[src/rtl/srfifo_pkg.sv]
package srfifo_pkg;

    // Accepted operation in one cycle, {pop, push}
    typedef enum logic [1:0] {
        OP_HOLD = 2'b00,
        OP_PUSH = 2'b01,
        OP_POP  = 2'b10,
        OP_SWAP = 2'b11
    } op_e;

    function automatic op_e decode_op(input logic push_ok, input logic pop_ok);
        return op_e'({pop_ok, push_ok});
    endfunction

    function automatic int seg_count(input int depth, input int seg);
        return (depth + seg - 1) / seg;
    endfunction

endpackage

[src/rtl/srfifo_ctrl.sv]
module srfifo_ctrl
    import srfifo_pkg::*;
#(
    parameter int DEPTH = 16,
    parameter int AW    = $clog2(DEPTH)
) (
    input  logic          clk,
    input  logic          rst,
    input  logic          wr_en,
    input  logic          rd_en,
    output logic          shift_en,
    output logic [AW-1:0] addr,
    output logic          full,
    output logic          empty
);
    localparam logic [AW-1:0] TOP = AW'(DEPTH - 1);

    logic          push_ok;
    logic          pop_ok;
    op_e           op;
    logic [AW-1:0] addr_up;
    logic [AW-1:0] addr_dn;

    always_comb begin
        push_ok  = wr_en && !full;
        pop_ok   = rd_en && !empty;
        op       = decode_op(push_ok, pop_ok);
        addr_up  = addr + AW'(1);
        addr_dn  = addr - AW'(1);
        shift_en = push_ok;
    end

    always_ff @(posedge clk) begin
        if (rst) begin
            addr  <= '1;
            empty <= 1'b1;
            full  <= 1'b0;
        end else begin
            unique case (op)
                OP_PUSH: begin
                    addr  <= addr_up;
                    empty <= 1'b0;
                    full  <= (addr_up == TOP);
                end
                OP_POP: begin
                    addr  <= addr_dn;
                    empty <= (addr == '0);
                    full  <= 1'b0;
                end
                default: ;
            endcase
        end
    end

endmodule

[src/rtl/srfifo_chain.sv]
module srfifo_chain #(
    parameter int DW    = 8,
    parameter int DEPTH = 16
) (
    input  logic                      clk,
    input  logic                      shift_en,
    input  logic [DW-1:0]             din,
    output logic [DEPTH-1:0][DW-1:0]  stages
);
    for (genvar g = 0; g < DEPTH; g++) begin : g_stage
        if (g == 0) begin : g_head
            always_ff @(posedge clk) begin
                if (shift_en) stages[g] <= din;
            end
        end else begin : g_body
            always_ff @(posedge clk) begin
                if (shift_en) stages[g] <= stages[g-1];
            end
        end
    end

endmodule

[src/rtl/srfifo_tapmux.sv]
module srfifo_tapmux
    import srfifo_pkg::*;
#(
    parameter int DW    = 8,
    parameter int DEPTH = 16,
    parameter int SEG   = 8,
    parameter int AW    = $clog2(DEPTH)
) (
    input  logic [DEPTH-1:0][DW-1:0] stages,
    input  logic [AW-1:0]            addr,
    output logic [DW-1:0]            dout
);
    localparam int NSEG = seg_count(DEPTH, SEG);
    localparam int SB   = (SEG > 1) ? $clog2(SEG) : 1;

    if (NSEG == 1) begin : g_flat
        always_comb begin
            dout = '0;
            for (int i = 0; i < DEPTH; i++) begin
                if (addr == AW'(i)) dout = stages[i];
            end
        end
    end else begin : g_tree
        localparam int HW = AW - SB;
        logic [SB-1:0]            lo;
        logic [HW-1:0]            hi;
        logic [NSEG-1:0][DW-1:0]  seg_out;

        assign lo = addr[SB-1:0];
        assign hi = addr[AW-1:SB];

        for (genvar s = 0; s < NSEG; s++) begin : g_seg
            always_comb begin
                seg_out[s] = '0;
                for (int i = 0; i < SEG; i++) begin
                    if ((s * SEG + i < DEPTH) && (lo == SB'(i)))
                        seg_out[s] = stages[(s * SEG + i < DEPTH) ? s * SEG + i : 0];
                end
            end
        end

        always_comb begin
            dout = '0;
            for (int s = 0; s < NSEG; s++) begin
                if (hi == HW'(s)) dout = seg_out[s];
            end
        end
    end

endmodule

[src/rtl/srfifo.sv]
module srfifo #(
    parameter int DW        = 8,
    parameter int DEPTH     = 16,
    parameter int SEG_DEPTH = 8,
    parameter int AW        = $clog2(DEPTH)
) (
    input  logic          clk,
    input  logic          rst,
    input  logic          wr_en,
    input  logic [DW-1:0] wr_data,
    input  logic          rd_en,
    output logic [DW-1:0] rd_data,
    output logic          full,
    output logic          empty,
    output logic [AW-1:0] level_addr
);
    logic                      shift_en;
    logic [DEPTH-1:0][DW-1:0]  stages;

    srfifo_ctrl #(.DEPTH(DEPTH), .AW(AW)) u_ctrl (
        .clk      (clk),
        .rst      (rst),
        .wr_en    (wr_en),
        .rd_en    (rd_en),
        .shift_en (shift_en),
        .addr     (level_addr),
        .full     (full),
        .empty    (empty)
    );

    srfifo_chain #(.DW(DW), .DEPTH(DEPTH)) u_chain (
        .clk      (clk),
        .shift_en (shift_en),
        .din      (wr_data),
        .stages   (stages)
    );

    srfifo_tapmux #(.DW(DW), .DEPTH(DEPTH), .SEG(SEG_DEPTH), .AW(AW)) u_tap (
        .stages (stages),
        .addr   (level_addr),
        .dout   (rd_data)
    );

endmodule

[config.mk]
export PLATFORM = sky130hd
export DESIGN_NAME = srfifo
export DESIGN_NICKNAME = d
export VERILOG_FILES = /design/src/rtl/srfifo_pkg.sv /design/src/rtl/srfifo_ctrl.sv /design/src/rtl/srfifo_chain.sv /design/src/rtl/srfifo_tapmux.sv /design/src/rtl/srfifo.sv
export SDC_FILE = /design/constraint.sdc
export NUM_CORES = 1
export LEC_CHECK = 0
export BUFFER_PORTS_ARGS = -buffer_cell sky130_fd_sc_hd__buf_2
export CAP_MARGIN = 20
export CELL_PAD_IN_SITES_DETAIL_PLACEMENT = 0
export CELL_PAD_IN_SITES_GLOBAL_PLACEMENT = 1
export CORE_UTILIZATION = 46
export DETAILED_ROUTE_END_ITERATION = 16
export GPL_ROUTABILITY_DRIVEN = 0
export PLACE_DENSITY_LB_ADDON = 0.1
export SETUP_SLACK_MARGIN = 0.15
export SLEW_MARGIN = 20
export SYNTH_ARGS = -nofsm -noshare
export SYNTH_HDL_FRONTEND = slang
export SYNTH_SLANG_ARGS = --single-unit
[constraint.sdc]
create_clock -name clk -period 4 [get_ports clk]
set_input_delay 0.8 -clock clk [delete_from_list [all_inputs] [get_ports clk]]
set_output_delay 0.8 -clock clk [all_outputs]
set_load 0.1 [all_outputs]
# After elaboration in Yosys (flattened, before gate mapping)
# Index checks and enable logic that the tools add are counted.
[totals]
ff_bits = 134
inputBits = 12
output_inout_bits = 14
word_cells = 58
[op_classes]
n_addsub = 2
n_eq_ne = 10
n_mux = 20
reduce_logical = 7
[ops]
columns = ["operator", "count"]
rows = [
  ["2-to-1 mux 8 bit", 17],
  ["equality test 3 bit (second input constant)", 4],
  ["case mux 4 bit (2 select lines)", 1],
  ["equality test 3 x 2 -> 1 bit (second input constant)", 2],
  ["adder 4 x 1 -> 4 bit (second input constant)", 1],
  ["equality test 4 bit (second input constant)", 1],
  ["zero test 4 bit", 1],
  ["case mux 1 bit (2 select lines)", 2],
  ["subtractor 4 x 1 -> 4 bit (second input constant)", 1],
  ["equality test 3 x 1 -> 1 bit (second input constant)", 1],
  ["zero test 3 bit", 1],
  ["equality test 2 x 1 -> 1 bit (second input constant)", 1],
  ["equality test 2 bit (second input constant)", 1],
  ["logical AND 1 bit", 2],
  ["zero test 1 bit", 2],
  ["nonzero test 2 bit", 1],
]

# Longest topological paths before layout
# Gate-level depths: netlist (run 1).
[logic_depth]
word_depth = 10
ltp_mapped = 11
depth_no_buf = 6

# Cells and area by module
# From an unflattened synthesis (run 1), not the netlist that was laid out.
[unflattened]
hier_cells = 334
hier_area_um2 = 5411.4
[modules_own_cells]
columns = ["module", "instances", "cells_per_inst", "area_per_inst_um2", "seq_area_each_um2"]
rows = [
  ["srfifo_chain", 1, 128, 3843.7, 3843.7],
  ["srfifo_tapmux", 1, 164, 1179.9, 0.0],
  ["srfifo_ctrl", 1, 42, 387.9, 120.1],
]

# Least setup slack after synthesis (run 1)
# Ideal clock, no wire load.
[synth_timing]
path_kind = "reg-to-output"
startpoint = "register u_ctrl.addr[2]"
endpoint = "output rd_data[7]"
t_arrival_ps = 3967
required_time_ps = 3200
path_slack_ps = -767
path_stages_with_launch = 12
path_buffers = 5
cell_sequence = "dfxtp_1 -> buf_6 -> buf_6 -> inv_1 -> buf_2 -> ha_1 -> buf_2 -> clkbuf_1 -> nor3b_1 -> nor3_1 -> o21ai_0 -> o211ai_1"
[synth_between]
elab_chain_len = 10
elab_cells_between_ends = 25
cone_classes = "7 x eq/ne; 17 x mux; 1 x reduce/logical"
[synth_lines]
columns = ["element", "line_no", "text"]
rows = [
  ["start, declared", "srfifo_ctrl.sv:12", "output logic [AW-1:0] addr,"],
  ["start signal, assigned", "srfifo_ctrl.sv:41", "addr <= addr_up;"],
  ["start signal, assigned", "srfifo_ctrl.sv:46", "addr <= addr_dn;"],
  ["zero test 3 bit", "srfifo_tapmux.sv:36", "if ((s * SEG + i < DEPTH) && (lo == SB'(i)))"],
  ["2-to-1 mux 8 bit (8 in a row)", "srfifo_tapmux.sv:36", ""],
  ["2-to-1 mux 8 bit (*)", "srfifo_tapmux.sv:45", "if (hi == HW'(s)) dout = seg_out[s];"],
  ["end, declared", "srfifo.sv:12", "output logic [DW-1:0] rd_data,"],
]
# Every way passes the cells marked *; elsewhere a longest branch is shown, timed or not.

# Final worst setup path (run 1)
[layout_timing]
startpoint = "register u_ctrl.addr[0]"
endpoint = "output rd_data[5]"
# The elaborated chain is that of the path after synthesis.

==> run metrics, run 1 <==
DRC marker count from the first detailed-route iteration 452; die area 13590 um2; TritonCTS clock tree yes; Worst Reg2Reg Path Length in Cells 3; cells after synthesis 461; largest area contributor in the netlist edfxtp_1; Num CTS Buffers 17; mean area per synthesized cell 13.10 um2; critical path class register to primary output; total of fill cells in the finished design 1090; drt wl/cell 18.60 um; xor and xnor area share after synthesis 0.5800%; Register-to-Register Setup Slack 2040 ps; warnings from Yosys 0; leading post-synthesis cells by instance count edfxtp_1 (128), inv_1 (42), a21oi_1 (28); HPWL reported at the end of detailed placement 7718 um; Synth Flop Type edfxtp_1; leading cell type by number of instances after synthesis edfxtp_1; flip-flop and latch count after synthesis 134; setup repair after global routing missed its margin no; DRC violation count after routing 0; Int Power 3035 uW; slew at the pin with the worst max-slew slack 686.1 ps; area added between synthesis and finish 14.48%; clock insertion delay at the later pin of the skew report 420 ps; sum of negative setup slack 0 ps; multiplexer share of the synthesized area 0.5385%; number of ports placed on the die boundary 26; global-route wire length before repair 19440 um; Initial Util 47.48%; Seq pwr share 37.6%; highest attainable clock frequency 274.5 MHz; Critical Path End Type primary output; # clock sinks 134; data arrival at the endpoint of the critical path 2840 ps; cell types occupying the most area after synthesis edfxtp_1 (64%), nand3b_1 (3.0%), inv_1 (2.6%), a21oi_1 (2.3%), dfxtp_1 (2.0%); Worst Setup Slack, final 357.2 ps; critical path cell sequence ha_1, ha_1, nand2b_1, a21oi_1, o21ai_0, o211ai_1, buf_2; clock slew at the register clock pins of the worst setup and hold paths 60 ps; Longest Clk Path Bufs 2; Rows 41; switching power 1675 uW; standard cell area after detailed placement 6335 um2; cell area after synthesis 6041 um2; worst setup timing slack at the placement stage 710.6 ps; maximum clock skew at final layout 7.166 ps; via/cell ratio 5.578; Worst Setup Start Kind register; outcome finished, final reports clean; vias post-DR 3715; width of the chip 116.6 um; arithmetic-cell share of the synthesized area counting full adders, half adders and majority gates 1.657%; power per cell area 681.1 nW/um2; NumNets Final 501; data required time of the critical path 3200 ps; overall overflow remaining after global route 0; antenna diode count 0; number of hold violations in the final report 0; Pleak 0.002438 uW; total wire length 12390 um; count of endpoints failing setup in the final report 0; launch point of the worst path u_ctrl.addr[0]; number of global-route vias before repair 3522; total global routing track utilization 19.72%; count of antenna-violating nets left after detailed routing 0; delay of the slowest cell on the worst path 470 ps; max-slew violations 0; initial antenna violation count 0; CORE AREA 12720 um2; clock share of power 32.3%; distinct cell type count after synthesis 47; reg2reg end u_chain.stages[27]; cell at the slowest stage of the critical path ha_1; final std cell area, no fill 6915 um2; proportion of register bits with asynchronous set or reset after synthesis 0%; pin count of the biggest net entering global routing 56; maximum ir drop on the vdd rail 0.3653 mV; iteration count of the initial detailed-routing pass 5; Combinational Power Share 30.0%; Critical Path Most Common Cell ha_1; multi-input combinational cell area 1755 um2; fraction of layout cells with a size suffix above 1 16.19%; launch instance of the worst register-to-register path u_ctrl.full; die boundary height 116.6 um; area used by sequential logic in the layout 3975 um2; synthesized-area fraction occupied by ao, oa, aoi and oai cells 12.63%; simple-gate share of the synthesized area 13.15%; share of the synthesized area in the top cell type 63.63%; final worst path period share 91.07%; number of enable flip-flop cells after synthesis 128; worst hold path type register to register; Clock Root Buffer clkbuf_16; switching fraction of total power 35.57%; Max-cap violations 0; number of buffers added for setup after CTS 0; worst slew margin relative to its limit 54.26%; last element of the critical path rd_data[5]; register area share after synthesis 65.62%; CP Max Fanout 11; post-layout min period 3643 ps; number of nets in the synthesized netlist 481; combinational family with the most area after synthesis simple AND/OR/NAND/NOR gates; H-tree depth reported by CTS 4; count of port buffers added during placement 25
[state kept, by name (all words and copies together) (netlist names)]
| name | count |
|---|---|
| u_ctrl.addr | 4 |
| u_chain.stages | 128 |
| u_ctrl.full | 1 |
| u_ctrl.empty | 1 |
[final cells by class]
type / count / area share (%)
clock buffer: 19 / 6.260
clock inverter: 13 / 1.990
inverter: 43 / 2.443
multi-input combinational: 247 / 25.38
sequential: 134 / 57.48
tap: 172 / 3.112
timing repair buffer: 38 / 3.329
[layout by cell type (no fill, tap or decap), drive strengths merged, types with 10 or more instances in the layout]
cell | synthesis | final
clkinv | 1 | 10
a21oi | 29 | 29
inv | 42 | 40
nand3b | 24 | 24
a221oi | 14 | 14
clkbuf | 21 | 22
nor3b | 16 | 16
buf | 16 | 35
nand2 | 26 | 26
o21ai | 18 | 18
edfxtp | 128 | 128
[metrics by stage]
| stage | utilization, % | hold slack (ps) | instances | total power [uW] |
|---|---|---|---|---|
| after detailed placement | 49.79 | 433.2 | 634 | 3202 |
| after global placement | 49.79 | 425.0 | 634 | 3197 |
| after CTS | 54.28 | 445.2 | 666 | 4729 |
| final | 54.36 | 444.7 | 666 | 4710 |
| after floorplan | - | 418.6 | 461 | 2916 |
| after global routing | 54.36 | 447.1 | 666 | 4904 |
[worst min path at each step]
stage,startpoint,end,slack (ps),depth (start not counted)
floorplan,u_chain.stages[47],u_chain.stages[55],420,0
global placement,u_chain.stages[47],u_chain.stages[55],420,0
detailed placement,u_chain.stages[6],u_chain.stages[14],430,0
CTS,u_chain.stages[72],u_chain.stages[80],450,0
global route,u_chain.stages[72],u_chain.stages[80],450,0
finish,u_chain.stages[72],u_chain.stages[80],440,0
[power groups by stage]
stage | registers, uW | clock network (uW) | logic, uW
3_5_place_dp | 1800 | 0 | 1400
5_1_grt | 1790 | 1610 | 1510
6_report | 1770 | 1520 | 1420
3_3_place_gp | 1790 | 0 | 1410
2_1_floorplan | 1860 | 0 | 1060
4_1_cts | 1770 | 1550 | 1410
[repair_timing]
action	CTS	global route
gates resized for setup	0	4
hold buffers	0	0
endpoints found under the hold margin	0	0
endpoints found under the setup margin	0	3
[worst max-delay path: cells and delay by family (launching register included)]
family,cells,cell delay [ps]
AO/OA/AOI/OAI,3,590
adder cells (fa/ha/maj),2,700
buffers and inverters,1,330
flip-flops,1,380
AND/OR/NAND/NOR,1,410
[cell families after synthesis]
kind of cell	Yosys count
fa+ha+maj	8
flops	134
buf+inv	80
compound gates	107
xor+xnor	4
simple gates	126
mux	2
[layer usage]
metal	GRT usage [%]	vias to the layer above	share of wire, %
met2	28.17	94	44
li1	-	1791	-
met5	0	-	0
met3	4.878	13	4.9
met1	28.81	1817	50
met4	7.848	0	1.4
No activity file was read; power rests on OpenSTA's default activity.
==> run 2: changes to the inputs <==
--- a/config.mk
+++ b/config.mk
@@ -9,12 +9,13 @@
 export CAP_MARGIN = 20
 export CELL_PAD_IN_SITES_DETAIL_PLACEMENT = 0
 export CELL_PAD_IN_SITES_GLOBAL_PLACEMENT = 1
+export CORE_ASPECT_RATIO = 0.8
 export CORE_UTILIZATION = 46
 export DETAILED_ROUTE_END_ITERATION = 16
 export GPL_ROUTABILITY_DRIVEN = 0
 export PLACE_DENSITY_LB_ADDON = 0.1
 export SETUP_SLACK_MARGIN = 0.15
-export SLEW_MARGIN = 20
+export SLEW_MARGIN = 15
 export SYNTH_ARGS = -nofsm -noshare
 export SYNTH_HDL_FRONTEND = slang
 export SYNTH_SLANG_ARGS = --single-unit
==> run 2 against run 1 <==
Critical path depth stayed put. Core utilization decreased by 0.65 points. Via count fell by 0.38%. Sequential share of layout area is 0.24 points higher. Non-clock buffer count is the same. Register-to-register slack worse by 490 ps. Sequential power about the same. Combinational power about the same. First-iteration DRC count shrank 23%. Clock-buffer cell count rose by 3. Critical endpoint unchanged. Largest power group unchanged.
==> run metrics, run 2 (synthesis gave the netlist of run 1 again) <==
Power Total 4583 uW; number of flip-flops under the largest register name 128; area added between synthesis and finish 14.00%; worst slew margin relative to its limit 38.47%; Clock Root Buffer clkbuf_16; DRC violation count after routing 0; post-layout min period 3653 ps; maximum clock skew at final layout 4.667 ps; DRC marker count from the first detailed-route iteration 350; Num CTS Buffers 17; register name with the most flops u_chain.stages; H-tree depth reported by CTS 4; setup repair after global routing missed its margin yes; Worst Setup Start Kind register; width of the chip 130.1 um; clock insertion delay at the later pin of the skew report 420 ps; overall overflow remaining after global route 0; CP Max Fanout 35; most common library cell in the layout ignoring fill and taps edfxtp_1; die boundary height 104.5 um; Pleak 0.002408 uW; CORE AREA 12820 um2; Longest Clk Path Bufs 2; data arrival at the endpoint of the critical path 2850 ps; clock slew at the register clock pins of the worst setup and hold paths 50 ps; count of port buffers added during placement 25; total of fill cells in the finished design 1114; global-route wire length before repair 20100 um; number of global-route vias before repair 3632; worst hold path type register to register; drt wl/cell 18.48 um; Worst Setup Slack, final 346.7 ps; initial antenna violation count 1; outcome finished, final reports clean; highest attainable clock frequency 273.7 MHz; number of ports placed on the die boundary 26; fraction of layout cells with a size suffix above 1 15.24%; slew at the pin with the worst max-slew slack 923.0 ps; Critical Path End Type primary output; power per cell area 665.5 nW/um2; via/cell ratio 5.540; iteration count of the initial detailed-routing pass 4; pin count of the biggest net entering global routing 73; number of hold violations in the final report 0; worst setup timing slack at the placement stage 578.9 ps; TritonCTS clock tree yes; final cell utilization of the core 53.70%; HPWL reported at the end of detailed placement 7918 um; maximum ir drop on the vdd rail 0.3529 mV; area used by sequential logic in the layout 3975 um2; NumNets Final 501; multi-input combinational cell area 1769 um2; # clock sinks 134; max-slew violations 0; count of endpoints failing setup in the final report 0; critical path class register to primary output; biggest registers after layout u_chain.stages (128), u_ctrl.addr (4); die area 13600 um2; Rows 37; Initial Util 47.11%; sum of negative setup slack 0 ps; data required time of the critical path 3200 ps; highest-count cells in the layout ignoring fill and taps edfxtp_1 (128), inv_1 (40), a21oi_1 (28); number of buffers added for setup after CTS 0; count of antenna-violating nets left after detailed routing 0; final hold slack 445.5 ps; final worst path period share 91.33%; total wire length 12340 um; Max-cap violations 0; vias post-DR 3701; total global routing track utilization 20.46%
==> run 2: layout make-up <==
cell class	count	share of cell area, %
well taps	175	3.180
clock buffers	22	6.450
multi-input cells	247	25.69
inverters	43	2.507
repair buffers	38	3.543
clock inverters	8	0.8721
diodes	1	0.03634
flip-flops and latches	134	57.72
==> run 2: worst max-delay path, stage by stage (launching register included) <==
cell	delay, ps
dfxtp_4	390
ha_1	210
ha_4	410
clkinvlp_4	310
a21oi_4	340
a221oi_2	130
o211ai_1	290
buf_4	350
==> run 2: timing repair <==
item | 4_1_cts | 5_1_grt
pin swaps | 0 | 1
resized for setup | 3 | 9
hold buffers | 0 | 0
setup endpoints to repair | 3 | 8
==> run 2: path summary, 6_finish.rpt <==
kind                                          start                  end  slack (ps)  cells after the start
worst min register to register  u_chain.stages[105]  u_chain.stages[113]         450                      0
worst max-delay path                 u_ctrl.addr[1]           rd_data[5]         350                      7
worst max register to register          u_ctrl.full  u_chain.stages[108]        1550                      4
worst min-delay path            u_chain.stages[105]  u_chain.stages[113]         450                      0
==> run 2: per-stage QoR <==
step,instance area [um2],std cells
floorplan,6122,461
global placement,6339,637
detailed placement,6339,637
CTS,6850,667
global route,6884,667
finish,6887,668
==> run 2: metal layers <==
metal / vias to the layer above / share of wire [%] / global-route usage, %
met3: 19 / 4.5 / 5.556
met4: 0 / 1.9 / 10.05
met2: 65 / 43 / 27.70
met5: - / 0 / 0
li1: 1800 / - / -
met1: 1817 / 51 / 29.96
==> run 2: power by group <==
| group | internal, uW | switching (uW) |
|---|---|---|
| Combinational | 405 | 1020 |
| Sequential | 1690 | 94.4 |
| Clock | 833 | 534 |
